$ cat config.mk
export PLATFORM = sky130hd
export DESIGN_NAME = fwd_unit
export DESIGN_NICKNAME = d
export VERILOG_FILES = /design/src/rtl/fwd_pkg.sv /design/src/rtl/fwd_match.sv /design/src/rtl/fwd_sel_unit.sv /design/src/rtl/fwd_operand_mux.sv /design/src/rtl/fwd_unit.sv
export SDC_FILE = /design/constraint.sdc
export NUM_CORES = 1
export LEC_CHECK = 0
export ABC_AREA = 1
export BUFFER_PORTS_ARGS = -buffer_cell sky130_fd_sc_hd__buf_2
export CORE_AREA = 2 2 84 86
export DETAILED_ROUTE_END_ITERATION = 8
export DIE_AREA = 0 0 86 88
export PLACE_DENSITY = 0.74
export REMOVE_ABC_BUFFERS = 1
export SLEW_MARGIN = 20
export SYNTH_ARGS = -nofsm -noshare
export SYNTH_HDL_FRONTEND = slang
export SYNTH_HIERARCHICAL = 1
export SYNTH_SLANG_ARGS = --single-unit
export TNS_END_PERCENT = 20
$ cat constraint.sdc
create_clock -name vclk -period 5.1
set_clock_uncertainty 0.1 [all_clocks]
set_input_delay 1.53 -clock vclk [all_inputs]
set_output_delay 1.53 -clock vclk [all_outputs]
set_load 0.05 [all_outputs]
$ cat src/rtl/fwd_pkg.sv
package fwd_pkg;
  typedef enum logic [1:0] {
    FWD_RF  = 2'b00,
    FWD_EXM = 2'b01,
    FWD_MWB = 2'b10
  } fwd_sel_e;
endpackage

$ cat src/rtl/fwd_match.sv
// One bypass source qualifies for one source register.
module fwd_match #(
  parameter int unsigned AW = 5
) (
  input  logic [AW-1:0] dst_i,
  input  logic          we_i,
  input  logic [AW-1:0] src_i,
  output logic          hit_o
);
  logic dst_nz;
  assign dst_nz = |dst_i;
  assign hit_o  = we_i & dst_nz & (dst_i == src_i);
endmodule

$ cat src/rtl/fwd_sel_unit.sv
module fwd_sel_unit
  import fwd_pkg::*;
#(
  parameter int unsigned AW = 5
) (
  input  logic [AW-1:0] src_i,
  input  logic [AW-1:0] exm_rd_i,
  input  logic          exm_we_i,
  input  logic [AW-1:0] mwb_rd_i,
  input  logic          mwb_we_i,
  output fwd_sel_e      sel_o
);
  logic exm_hit, mwb_hit;

  fwd_match #(.AW(AW)) u_exm (
    .dst_i(exm_rd_i), .we_i(exm_we_i), .src_i(src_i), .hit_o(exm_hit)
  );
  fwd_match #(.AW(AW)) u_mwb (
    .dst_i(mwb_rd_i), .we_i(mwb_we_i), .src_i(src_i), .hit_o(mwb_hit)
  );

  // younger stage wins
  always_comb begin
    if (exm_hit)      sel_o = FWD_EXM;
    else if (mwb_hit) sel_o = FWD_MWB;
    else              sel_o = FWD_RF;
  end
endmodule

$ cat src/rtl/fwd_operand_mux.sv
module fwd_operand_mux
  import fwd_pkg::*;
#(
  parameter int unsigned DW = 32
) (
  input  fwd_sel_e      sel_i,
  input  logic [DW-1:0] rf_i,
  input  logic [DW-1:0] exm_i,
  input  logic [DW-1:0] mwb_i,
  output logic [DW-1:0] op_o
);
  always_comb begin
    unique case (sel_i)
      FWD_EXM: op_o = exm_i;
      FWD_MWB: op_o = mwb_i;
      default: op_o = rf_i; // 11 falls back to register file
    endcase
  end
endmodule

$ cat src/rtl/fwd_unit.sv
module fwd_unit
  import fwd_pkg::*;
#(
  parameter int unsigned AW = 5,
  parameter int unsigned DW = 32
) (
  input  logic [AW-1:0] rs_i,
  input  logic [AW-1:0] rt_i,
  input  logic [AW-1:0] exm_rd_i,
  input  logic          exm_we_i,
  input  logic [AW-1:0] mwb_rd_i,
  input  logic          mwb_we_i,
  input  logic [DW-1:0] rf_a_i,
  input  logic [DW-1:0] rf_b_i,
  input  logic [DW-1:0] exm_res_i,
  input  logic [DW-1:0] mwb_res_i,
  output logic [1:0]    sel_a_o,
  output logic [1:0]    sel_b_o,
  output logic [DW-1:0] op_a_o,
  output logic [DW-1:0] op_b_o
);
  localparam int unsigned NOPS = 2;

  logic [NOPS-1:0][AW-1:0] src;
  logic [NOPS-1:0][DW-1:0] rf_val;
  logic [NOPS-1:0][DW-1:0] op_val;
  fwd_sel_e                sel [NOPS];

  assign src[0]    = rs_i;
  assign src[1]    = rt_i;
  assign rf_val[0] = rf_a_i;
  assign rf_val[1] = rf_b_i;

  for (genvar k = 0; k < NOPS; k++) begin : g_op
    fwd_sel_unit #(.AW(AW)) u_sel (
      .src_i   (src[k]),
      .exm_rd_i(exm_rd_i),
      .exm_we_i(exm_we_i),
      .mwb_rd_i(mwb_rd_i),
      .mwb_we_i(mwb_we_i),
      .sel_o   (sel[k])
    );
    fwd_operand_mux #(.DW(DW)) u_mux (
      .sel_i(sel[k]),
      .rf_i (rf_val[k]),
      .exm_i(exm_res_i),
      .mwb_i(mwb_res_i),
      .op_o (op_val[k])
    );
  end

  assign sel_a_o = sel[0];
  assign sel_b_o = sel[1];
  assign op_a_o  = op_val[0];
  assign op_b_o  = op_val[1];
endmodule

Yosys cells after proc, flatten, opt, wreduce, memory -nomap -nowiden:

Index checks and enable logic that the tools add are counted.

* add/subtract/negate cells: 0
* bitwise logic cells: 6
* equal/unequal tests: 8
* div/mod/pow operators: 0
* shift-type cells: 0
* $mul: 0
* $lt $le $gt $ge: 0
* mux-type cells: 6
* reduce and logical (&&, ||, !) cells: 2

Operator list (count)
* one-hot mux 32 bit (2 select lines): 2
* == test 5 bit: 4
* OR reduction 5 bit: 2
* 2-to-1 mux 2 bit: 4
* AND 1 bit: 6
* == test 2 x 1 -> 1 bit, second input constant: 2
* == test 2 bit, second input constant: 2

* bits in writable memories: 0
* memory bits (read-only): 0
* bits in latches: 0
* register bits after elaboration: 0
* memories: 0

Longest topological paths before layout:

Gate-level depths: netlist of the first run.

* word-level depth: 7
* gate-level depth with buffers: 15
* depth with buffers taken out: 14

Cells and area by module:

The synthesis of the first run kept the hierarchy.

By module, submodules not included
* fwd_operand_mux: area an instance 878.3 µm², seq. area each 0.0 µm², times used 2, cells an instance 210
* fwd_match: area an instance 116.4 µm², seq. area each 0.0 µm², times used 4, cells an instance 29
* fwd_sel_unit: area an instance 17.5 µm², seq. area each 0.0 µm², times used 2, cells an instance 3

Worst setup path before layout of the first run:

OpenSTA, ideal clock, no wires.

* path type: in2out
* from: in mwb_rd_i[0]
* to: out op_a_o[0]
* path slack: 0.006 ns
* stages: 14
* arrival: 3.464 ns
* required time: 3.470 ns
* cell sequence: inv_1 -> nand2_1 -> nand2_1 -> nor2_1 -> nand3_1 -> nor2_1 -> inv_1 -> nor2_2 -> ha_1 -> buf_2 -> inv_2 -> buf_6 -> nand2_1 -> nand2_1

* longest elaborated chain between the ends: 7
* elaborated cells on any way between the ends: 9
* classes of those cells: 3 x eq/ne; 3 x mux; 2 x bitwise; 1 x reduce/logical

Ends and longest elaborated chain
* start, declared: line fwd_unit.sv:11 `input logic [AW-1:0] mwb_rd_i,`
* OR reduction 5 bit: line fwd_match.sv:11 `assign dst_nz = |dst_i;`
* AND 1 bit: line fwd_match.sv:12 `assign hit_o = we_i & dst_nz & (dst_i == src_i);`
* AND 1 bit *: line fwd_match.sv:12
* named net g_op[0].u_sel.mwb_hit: line fwd_sel_unit.sv:13 `logic exm_hit, mwb_hit;`
* 2-to-1 mux 2 bit *: line fwd_sel_unit.sv:25 `else if (mwb_hit) sel_o = FWD_MWB;`
* 2-to-1 mux 2 bit *: line fwd_sel_unit.sv:24 `if (exm_hit) sel_o = FWD_EXM;`
* named net sel_a_o[1]: line fwd_unit.sv:17 `output logic [1:0] sel_a_o,`
* == test 2 bit or == test 2 x 1 -> 1 bit (tied branches): line fwd_operand_mux.sv:13 `unique case (sel_i)`
* one-hot mux 32 bit (2 select lines) *: line fwd_operand_mux.sv:13
* end, declared: line fwd_unit.sv:19 `output logic [DW-1:0] op_a_o,`

Mark *: on every way through the listed nets, which the timed path passes. The rest lies on a longest branch.

Final worst setup path of the first run:

* from: in mwb_rd_i[0]
* to: out op_b_o[28]

* longest elaborated chain between the ends: 7
* elaborated cells on any way between the ends: 9
* classes of those cells: 3 x eq/ne; 3 x mux; 2 x bitwise; 1 x reduce/logical

Ends and longest elaborated chain
* OR reduction 5 bit: line fwd_match.sv:11
* AND 1 bit: line fwd_match.sv:12
* AND 1 bit *: line fwd_match.sv:12
* named net g_op[1].u_sel.mwb_hit: line fwd_sel_unit.sv:13
* 2-to-1 mux 2 bit *: line fwd_sel_unit.sv:25
* 2-to-1 mux 2 bit *: line fwd_sel_unit.sv:24
* == test 2 bit or == test 2 x 1 -> 1 bit (tied branches): line fwd_operand_mux.sv:13
* one-hot mux 32 bit (2 select lines) *: line fwd_operand_mux.sv:13
* end, declared: line fwd_unit.sv:20 `output logic [DW-1:0] op_b_o`

Marked as above.

==> results of run 1 <==
==> metal layers <==
metal	track usage (%)	routed length, um	vias to the layer above
met5	0	0	-
met4	2.74	66	0
met3	1.98	673	8
met2	45.0	5000	162
met1	30.6	4170	1666
li1	-	-	1993
==> per-stage QoR <==
| stage | std cells | area (sq um) | power, mW | setup TNS [ns] | hold slack [ns] |
|---|---|---|---|---|---|
| after CTS | 829 | 3370 | 0.348 | 0 | 3.35 |
| after detailed placement | 829 | 3370 | 0.346 | 0 | 3.34 |
| after global placement | 829 | 3370 | 0.343 | 0 | 3.34 |
| after global routing | 829 | 3420 | 0.379 | 0 | 3.36 |
| after floorplan | 514 | 2000 | 0.215 | -67.91 | 3.27 |
| final | 829 | 3420 | 0.353 | 0 | 3.34 |
==> power groups by stage <==
stage	clock [mW]	combinational (mW)	sequential, mW
after floorplan	0	0.215	0
after global placement	0	0.343	0
after detailed placement	0	0.346	0
after CTS	0	0.348	0
after global routing	0	0.379	0
final	0	0.353	0
==> worst max-delay path, stage by stage <==
cell                      delay, ns
sky130_fd_sc_hd__buf_2         0.11
sky130_fd_sc_hd__inv_1         0.06
sky130_fd_sc_hd__nand2_1       0.07
sky130_fd_sc_hd__nand2_1       0.05
sky130_fd_sc_hd__nor2_1        0.11
sky130_fd_sc_hd__nand3_1       0.09
sky130_fd_sc_hd__nor2_1        0.09
sky130_fd_sc_hd__inv_1         0.05
sky130_fd_sc_hd__nor2_2        0.12
sky130_fd_sc_hd__ha_1          0.29
sky130_fd_sc_hd__inv_2         0.14
sky130_fd_sc_hd__buf_4         0.21
sky130_fd_sc_hd__nand2_1       0.07
sky130_fd_sc_hd__nand2_1       0.05
sky130_fd_sc_hd__buf_2         0.25
==> what timing repair did <==
item	in CTS	in global routing
resized for setup	0	21
buffers inserted	0	0
endpoints found under the setup margin	0	45
==> final timing paths <==
check	startpoint	to	slack [ns]	cells after the start
worst max-delay path	mwb_rd_i[0]	op_b_o[28]	0.18	15
worst min-delay path	rf_a_i[28]	op_a_o[28]	3.34	4
==> final cells by class <==
| cell class | count | area (sq um) |
|---|---|---|
| fill | 755 | 3220 |
| multi-input combinational | 470 | 1840 |
| timing repair buffer | 235 | 1320 |
| inverter | 44 | 165 |
| tap | 80 | 100 |
==> cell usage in the layout, fill, tap and decap left out, drive strengths merged <==
master,synthesis,routed
nand2,432,432
buf,28,220
inv,44,44
nor2,18,18
clkbuf,0,15
nand3,8,8
ha,4,4
a21oi,4,4
o21ai,4,4
==> cells by family (layout without fill, tap and decap cells) <==
family,count (synthesis),in the layout,synth area share [%]
fa+ha+maj,4,4,2.22
simple gates,458,458,77.3
buf+inv,72,279,18.7
compound gates,8,8,1.77
==> results.txt, run 1 <==
----------------------------------------------------
[Run status]
  Outcome ... completed

[Power]
  P_leak ... about 2.5 nW
  Switching power ... between 200 and 250 uW
  Max VDD drop ... 0.0000582 V
  Internal power ... 110 uW
  Fraction of power consumed by combinational cells ... 100.0%
  Power per cell area ... roughly 100 nW/um^2
  Portion of total power attributed to sequential cells ... 0%
  Switching fraction of total power ... 68.9%
  Relative contribution of the clock network to total power ... 0%

[Synthesis]
  Cell Area, Synth ... roughly 2300 sq um
  Yosys synthesis warning count ... 6
  Top cells by count, synth ... sky130_fd_sc_hd__nand2_1, sky130_fd_sc_hd__inv_1, sky130_fd_sc_hd__buf_6
  Area share of the largest cell type after synthesis ... between 70% and 80%
  Per-instance average area after synthesis ... about 4.2 sq um
  Unique cell type count in the Yosys netlist ... 12
  Sequential area share after synthesis ... 0%
  Most repeated cell in the gate-level netlist after synthesis ... sky130_fd_sc_hd__nand2_1
  Instance count of the mapped netlist ... about 540
  Most area-consuming cells after synthesis ... sky130_fd_sc_hd__nand2_1, sky130_fd_sc_hd__buf_6, sky130_fd_sc_hd__inv_1
  Largest area contributor in the synthesized netlist ... sky130_fd_sc_hd__nand2_1

[STA]
  Final count of hold timing violations ... 0
  Headroom to the max-slew limit ... between 80% and 90%
  Max-slew violations ... 0
  Shortest period the worst path allows ... between 4 and 5 ns
  Unrepaired setup endpoints after global routing ... false
  Crit share post-route ... between 90% and 100%
  Least-Margin Pin Slew ... about 0.28 ns
  Final setup violation count ... 0
  Max Clk Rate ... 203 MHz
  Final WS setup ... between 0.15 and 0.2 ns

[Global routing]
  Via count of the first global-routing pass ... ~3300
  Global-route wire length before repair ... between 15 and 20 mm
  Global-route usage over all layers ... around a quarter
  Overflow after GRT ... 0
  Antenna violations before repair ... 0
  Pin count of the biggest net entering global routing ... 22

[Layout]
  Clock buffers ... 0
  Ant diodes ... 0
  Share of layout cells above drive strength 1 ... 32.8%
  Fraction of the core area covered by cells at the end of the flow ... 51.5%
  Number of sequential storage elements ... 0
  Synth-to-layout area growth ... 51.7%
  Seq. cell area ... 0 sq um
  Final net count ... between 900 and 1000

[Place]
  DP Wirelength ... slightly above 8 mm
  Input/output buffers ... ~220
  Placer Congestion ... roughly 0.93
  DP Worst Slack ... 0.132 ns

[Die]
  Floorplan core area ... approximately 6600 sq um
  Core Rows ... 30
  Die Footprint ... roughly 7600 sq um
  Die extent in x ... 86 um
  Die Height ... around 88 um
  Initial standard-cell utilization of the core ... 34.0%
  Num ports ... 218

[Detailed routing]
  First drt pass iteration count ... 5
  Vias after detailed routing ... about 3800
  Initial detailed-routing violation count ... about 120
  Vias/cell ... 4.62
  Routed Wire Length ... 9.91 mm
  Average wire per cell in the routed design ... about 12 um
  Post-detailed-route DRC marker count ... 0
  Remaining antenna violation count ... 0

[Worst hold path]
  Min-Delay Path Class ... input pin to output pin

[Job]
  Max Cap Violations ... 0

[Setup path]
  Worst Setup Start Kind ... input pin
  Kind of end point of the critical path ... output pin
  Worst Path Required ... 3.47 ns
  Worst setup path category ... input pin to output pin
  Crit path DAT ... around 3.3 ns
  Largest fanout of any net on the critical path ... 10

[Clock tree]
  Number of hold buffers added after cts ... 0

----------------------------------------------------
(Power assumes the default switching activity.)
==> run 2, diff against run 1 <==
--- a/config.mk
+++ b/config.mk
@@ -10,11 +10,10 @@
 export CORE_AREA = 2 2 84 86
 export DETAILED_ROUTE_END_ITERATION = 8
 export DIE_AREA = 0 0 86 88
-export PLACE_DENSITY = 0.74
+export PLACE_DENSITY = 0.71
 export REMOVE_ABC_BUFFERS = 1
 export SLEW_MARGIN = 20
 export SYNTH_ARGS = -nofsm -noshare
 export SYNTH_HDL_FRONTEND = slang
-export SYNTH_HIERARCHICAL = 1
 export SYNTH_SLANG_ARGS = --single-unit
 export TNS_END_PERCENT = 20
==> results.txt, run 2 <==
----------------------------------------------------
[Setup path]
  Worst Setup Start Kind ... input pin (unchanged)
  Worst Path Required ... 3.47 ns (about the same)
  Biggest cell delay along the critical path ... 0.37 ns (was 0.29 ns)
  Largest fanout of any net on the critical path ... 33 (was 10)
  Slowest cell on the critical path ... sky130_fd_sc_hd__nand3_4 (was sky130_fd_sc_hd__ha_1)
  Kind of end point of the critical path ... output pin (unchanged)
  Family of cells with the greatest summed delay on the critical path ... simple AND/OR/NAND/NOR gates (was buffers and inverters)
  Worst setup path category ... input pin to output pin (unchanged)
  Chain of cells forming the critical path ... buf_2 > xnor2_1 > nor2b_1 > nand3_4 > nand3_1 > nand3_1 > buf_2 (was buf_2 > inv_1 > nand2_1 > nand2_1 > nor2_1 > nand3_1 > nor2_1 > inv_1 > nor2_2 > ha_1 > inv_2 > buf_4 > nand2_1 > nand2_1 > buf_2)
  Crit path DAT ... 3.07 ns (was 3.29 ns)
  WP buf/inv ... 2 (was 6)

[STA]
  Unrepaired setup endpoints after global routing ... false (unchanged)
  Headroom to the max-slew limit ... 71.6% (was 81.5%)
  Final WS setup ... 0.397 ns (was 0.177 ns)
  Worst slack on hold paths ... 3.38 ns (was 3.34 ns)
  Final setup violation count ... 0 (unchanged)
  Final setup TNS ... 0 ns (unchanged)
  Crit share post-route ... 92.2% (was 96.5%)
  Final count of hold timing violations ... 0 (unchanged)
  Max Clk Rate ... 213 MHz (was 203 MHz)
  Max-slew violations ... 0 (unchanged)
  Shortest period the worst path allows ... 4.70 ns (was 4.92 ns)
  Least-Margin Pin Slew ... 0.426 ns (was 0.280 ns)

[Detailed routing]
  Remaining antenna violation count ... 0 (unchanged)
  Initial detailed-routing violation count ... 219 (was 119)
  Routed Wire Length ... 9.65 mm (was 9.91 mm)
  Vias after detailed routing ... 3532 (was 3829)
  Vias/cell ... 5.33 (was 4.62)
  Post-detailed-route DRC marker count ... 0 (unchanged)
  Average wire per cell in the routed design ... 14.6 um (was 12.0 um)
  First drt pass iteration count ... 6 (was 5)

[Die]
  Initial standard-cell utilization of the core ... 31.0% (was 34.0%)
  Num ports ... 218 (unchanged)
  Floorplan core area ... 6640 sq um (unchanged)
  Die Footprint ... 7570 sq um (unchanged)
  Die Height ... 88 um (unchanged)
  Die extent in x ... 86 um (unchanged)
  Core Rows ... 30 (unchanged)

[Job]
  Max Cap Violations ... 0 (unchanged)

[Synthesis]
  Most repeated cell in the gate-level netlist after synthesis ... sky130_fd_sc_hd__nand3_1 (was sky130_fd_sc_hd__nand2_1)
  Cell Area, Synth ... 2060 sq um (was 2260 sq um)
  Area share of the largest cell type after synthesis ... 47.1% (was 71.8%)
  Sequential area share after synthesis ... 0% (unchanged)
  Top cells by count, synth ... sky130_fd_sc_hd__nand3_1, sky130_fd_sc_hd__nand2_1, sky130_fd_sc_hd__buf_6 (was sky130_fd_sc_hd__nand2_1, sky130_fd_sc_hd__inv_1, sky130_fd_sc_hd__buf_6)
  Unique cell type count in the Yosys netlist ... 17 (was 12)
  Largest area contributor in the synthesized netlist ... sky130_fd_sc_hd__nand3_1 (was sky130_fd_sc_hd__nand2_1)
  Per-instance average area after synthesis ... 5.28 sq um (was 4.16 sq um)
  Yosys synthesis warning count ... 0 (was 6)
  Most area-consuming cells after synthesis ... sky130_fd_sc_hd__nand3_1, sky130_fd_sc_hd__nand2_1, sky130_fd_sc_hd__buf_6 (was sky130_fd_sc_hd__nand2_1, sky130_fd_sc_hd__buf_6, sky130_fd_sc_hd__inv_1)
  Instance count of the mapped netlist ... 390 (was 542)

[Layout]
  Seq. cell area ... 0 sq um (unchanged)
  Share of layout cells above drive strength 1 ... 42.4% (was 32.8%)
  Post-route cell area ... 3010 sq um (was 3420 sq um)
  Final cell count without fillers ... 663 (was 829)
  Number of sequential storage elements ... 0 (unchanged)
  Total of fill cells in the finished design ... 726 (was 755)
  Ant diodes ... 0 (unchanged)
  Fraction of the core area covered by cells at the end of the flow ... 45.3% (was 51.5%)
  Top library cells by usage in the layout, fill and taps aside ... sky130_fd_sc_hd__buf_2, sky130_fd_sc_hd__nand3_1, sky130_fd_sc_hd__nand2_1 (was sky130_fd_sc_hd__nand2_1, sky130_fd_sc_hd__buf_2, sky130_fd_sc_hd__inv_1)
  Most common cell after layout, fill and taps aside ... sky130_fd_sc_hd__buf_2 (was sky130_fd_sc_hd__nand2_1)
  Final net count ... 735 (was 905)
  Clock buffers ... 0 (unchanged)
  Synth-to-layout area growth ... 46.3% (was 51.7%)

[Power]
  Max VDD drop ... 0.0000339 V (was 0.0000582 V)
  Total power ... 346 uW (was 353 uW)
  Power per cell area ... 115 nW/um^2 (was 103 nW/um^2)
  P_leak ... 1.72 nW (was 2.46 nW)

[Global routing]
  Pin count of the biggest net entering global routing ... 40 (was 22)
  Via count of the first global-routing pass ... 3070 (was 3343)
  Overflow after GRT ... 0 (unchanged)
  Antenna violations before repair ... 0 (unchanged)
  Global-route wire length before repair ... 14.4 mm (was 15.1 mm)
  Global-route usage over all layers ... 22.7% (was 24.0%)

[Place]
  Placer Congestion ... 0.893 (was 0.926)
  DP Wirelength ... 7.48 mm (was 8.08 mm)
  Input/output buffers ... 218 (unchanged)
  Placed cell area ... 3010 sq um (was 3370 sq um)
  DP Worst Slack ... 0.361 ns (was 0.132 ns)
  # placed instances ... 663 (was 829)

[Worst hold path]
  Min-Delay Path Class ... input pin to output pin (unchanged)

[Clock tree]
  Number of hold buffers added after cts ... 0 (unchanged)
  Buffers inserted by post-CTS timing repair ... 0 (unchanged)
  Cts repair resizes ... 0 (unchanged)

[Run status]
  Outcome ... completed (unchanged)

----------------------------------------------------
run 2: per-layer routing:
| metal | wire [um] | track usage (%) | vias up |
|---|---|---|---|
| met4 | 234 | 5.19 | 0 |
| met3 | 735 | 1.13 | 26 |
| met5 | 0 | 0 | - |
| met1 | 3800 | 28.4 | 1596 |
| li1 | - | - | 1712 |
| met2 | 4880 | 42.4 | 198 |
run 2: kinds of logic (layout without fill, tap and decap cells):
logic type             Yosys count  after routing  share of synthesized area, %
buffers and inverters           52            245                          19.5
XOR/XNOR                        12             12                          5.10
AND/OR/NAND/NOR                326            326                          75.4
run 2: power breakdown:
group / internal [mW] / switching, mW
registers: 0 / 0
clock network: 0 / 0
logic: 0.106 / 0.241
total: 0.106 / 0.241
run 2: worst paths after layout:
path  startpoint          to  slack, ns  cells past startpoint
max      rt_i[4]  op_b_o[31]       0.40                      7
min    rf_b_i[5]   op_b_o[5]       3.38                      4
run 2: final cells by class:
cell class | instances | area, sq um | area share [%]
Inverter | 17 | 63.8 | 2.12
Tap cell | 80 | 100 | 3.32
Multi-Input combinational cell | 338 | 1660 | 55.0
Timing Repair Buffer | 228 | 1190 | 39.5
run 2: worst min-delay path, cell delays in order:
cell and delay [ns]:
sky130_fd_sc_hd__buf_2 0.10, sky130_fd_sc_hd__nand3_1 0.07, sky130_fd_sc_hd__nand3_1 0.06, sky130_fd_sc_hd__buf_2 0.21
==> run 3, diff against run 2 <==
--- a/config.mk
+++ b/config.mk
@@ -6,7 +6,7 @@
 export NUM_CORES = 1
 export LEC_CHECK = 0
 export ABC_AREA = 1
-export BUFFER_PORTS_ARGS = -buffer_cell sky130_fd_sc_hd__buf_2
+export BUFFER_PORTS_ARGS = -buffer_cell sky130_fd_sc_hd__clkbuf_2
 export CORE_AREA = 2 2 84 86
 export DETAILED_ROUTE_END_ITERATION = 8
 export DIE_AREA = 0 0 86 88
==> results.txt, run 3 (synthesized netlist as in run 2, its figures left out) <==
----------------------------------------------------
[STA]
  Shortest period the worst path allows ... 4.76 ns (was 4.70 ns)
  Headroom to the max-slew limit ... 69.4% (was 71.6%)
  Least-Margin Pin Slew ... 0.459 ns (was 0.426 ns)
  Max Clk Rate ... 210 MHz (was 213 MHz)
  Unrepaired setup endpoints after global routing ... false (unchanged)
  Final count of hold timing violations ... 0 (unchanged)
  Max-slew violations ... 0 (unchanged)
  Final WS setup ... 0.342 ns (was 0.397 ns)
  Crit share post-route ... 93.3% (was 92.2%)
  Final setup violation count ... 0 (unchanged)

[Job]
  Max Cap Violations ... 0 (unchanged)

[Layout]
  Total of fill cells in the finished design ... 742 (was 726)
  Combined area of the multi-input logic cells ... 1660 sq um (unchanged)
  Synth-to-layout area growth ... 53.3% (was 46.3%)
  Most common cell after layout, fill and taps aside ... sky130_fd_sc_hd__clkbuf_2 (was sky130_fd_sc_hd__buf_2)
  Final net count ... 736 (was 735)
  Ant diodes ... 0 (unchanged)
  Share of layout cells above drive strength 1 ... 42.5% (was 42.4%)
  Number of sequential storage elements ... 0 (unchanged)
  Post-route cell area ... 3160 sq um (was 3010 sq um)
  Top library cells by usage in the layout, fill and taps aside ... sky130_fd_sc_hd__clkbuf_2, sky130_fd_sc_hd__nand3_1, sky130_fd_sc_hd__nand2_1 (was sky130_fd_sc_hd__buf_2, sky130_fd_sc_hd__nand3_1, sky130_fd_sc_hd__nand2_1)
  Fraction of the core area covered by cells at the end of the flow ... 47.5% (was 45.3%)
  Seq. cell area ... 0 sq um (unchanged)
  Clock buffers ... 0 (unchanged)

[Detailed routing]
  Routed Wire Length ... 9.78 mm (was 9.65 mm)
  Vias after detailed routing ... 3570 (was 3532)
  Post-detailed-route DRC marker count ... 0 (unchanged)
  Remaining antenna violation count ... 0 (unchanged)
  Average wire per cell in the routed design ... 14.7 um (was 14.6 um)
  First drt pass iteration count ... 5 (was 6)
  Vias/cell ... 5.38 (was 5.33)
  Initial detailed-routing violation count ... 176 (was 219)

[Setup path]
  Worst Setup Start Kind ... input pin (unchanged)
  Critical Path Source ... mwb_rd_i[4] (was rt_i[4])
  Worst Path Required ... 3.47 ns (about the same)
  Kind of end point of the critical path ... output pin (unchanged)
  Crit path DAT ... 3.13 ns (was 3.07 ns)
  Largest fanout of any net on the critical path ... 33 (unchanged)
  Worst setup path category ... input pin to output pin (unchanged)
  Last element of the critical path ... op_a_o[18] (was op_b_o[31])

[Place]
  Placed cell area ... 3160 sq um (was 3010 sq um)
  DP Wirelength ... 7.61 mm (was 7.48 mm)
  Input/output buffers ... 218 (unchanged)
  DP Worst Slack ... 0.346 ns (was 0.361 ns)
  Placer Congestion ... 0.943 (was 0.893)

[Die]
  Die Height ... 88 um (unchanged)
  Core Rows ... 30 (unchanged)
  Die extent in x ... 86 um (unchanged)
  Initial standard-cell utilization of the core ... 31.0% (unchanged)
  Floorplan core area ... 6640 sq um (unchanged)
  Die Footprint ... 7570 sq um (unchanged)
  Num ports ... 218 (unchanged)

[Worst hold path]
  Min-Delay Path Class ... input pin to output pin (unchanged)

[Clock tree]
  Number of hold buffers added after cts ... 0 (unchanged)
  Cts repair resizes ... 0 (unchanged)
  Buffers inserted by post-CTS timing repair ... 0 (unchanged)

[Power]
  Max VDD drop ... 0.0000371 V (was 0.0000339 V)
  P_leak ... 1.82 nW (was 1.72 nW)
  Power per cell area ... 116 nW/um^2 (was 115 nW/um^2)

[Global routing]
  Global-route usage over all layers ... 23.3% (was 22.7%)
  Antenna violations before repair ... 0 (unchanged)
  Via count of the first global-routing pass ... 3168 (was 3070)
  Overflow after GRT ... 0 (unchanged)
  Pin count of the biggest net entering global routing ... 41 (was 40)
  Global-route wire length before repair ... 14.8 mm (was 14.4 mm)

[Run status]
  Outcome ... completed (unchanged)

----------------------------------------------------
run 3: final cells by class:
type | count | area share (%)
Inverter | 17 | 2.02
Multi-Input combinational cell | 338 | 52.5
Tap cell | 80 | 3.17
Timing Repair Buffer | 229 | 42.3
run 3: routing by layer:
layer,track usage [%],part of all wire (%)
met5,0,0
met4,5.19,2.3
met2,42.6,51
met1,29.8,38
met3,1.60,8.2
run 3: worst min path at each step:
stage | startpoint | end | slack [ns] | cells past startpoint
6_report | exm_res_i[24] | op_b_o[24] | 3.37 | 4
5_1_grt | exm_res_i[24] | op_b_o[24] | 3.38 | 4
4_1_cts | exm_res_i[24] | op_b_o[24] | 3.37 | 4
3_5_place_dp | exm_res_i[1] | op_a_o[1] | 3.36 | 4
3_3_place_gp | exm_res_i[26] | op_b_o[26] | 3.35 | 4
2_1_floorplan | exm_res_i[0] | op_a_o[0] | 3.36 | 2
run 3: metrics by stage:
step                      TNS (ns)  hold WS [ns]  std cells  power [mW]
after floorplan             -20.16          3.36        355       0.219
after global placement           0          3.35        664       0.362
after detailed placement         0          3.36        664       0.366
after CTS                        0          3.37        664       0.367
after global routing             0          3.38        664       0.391
final                            0          3.37        664       0.367
run 3: worst max-delay path: stages:
cell and delay (ns):
sky130_fd_sc_hd__clkbuf_2 0.12, sky130_fd_sc_hd__xnor2_1 0.31, sky130_fd_sc_hd__and2b_1 0.21, sky130_fd_sc_hd__nand3_4 0.38, sky130_fd_sc_hd__nand3_1 0.23, sky130_fd_sc_hd__nand3_1 0.11, sky130_fd_sc_hd__clkbuf_2 0.25
run 3: power breakdown:
group | internal, mW | leakage, nW | switching [mW]
logic | 0.123 | 1.82 | 0.245
registers | 0 | 0 | 0
clock network | 0 | 0 | 0
total | 0.123 | 1.82 | 0.245
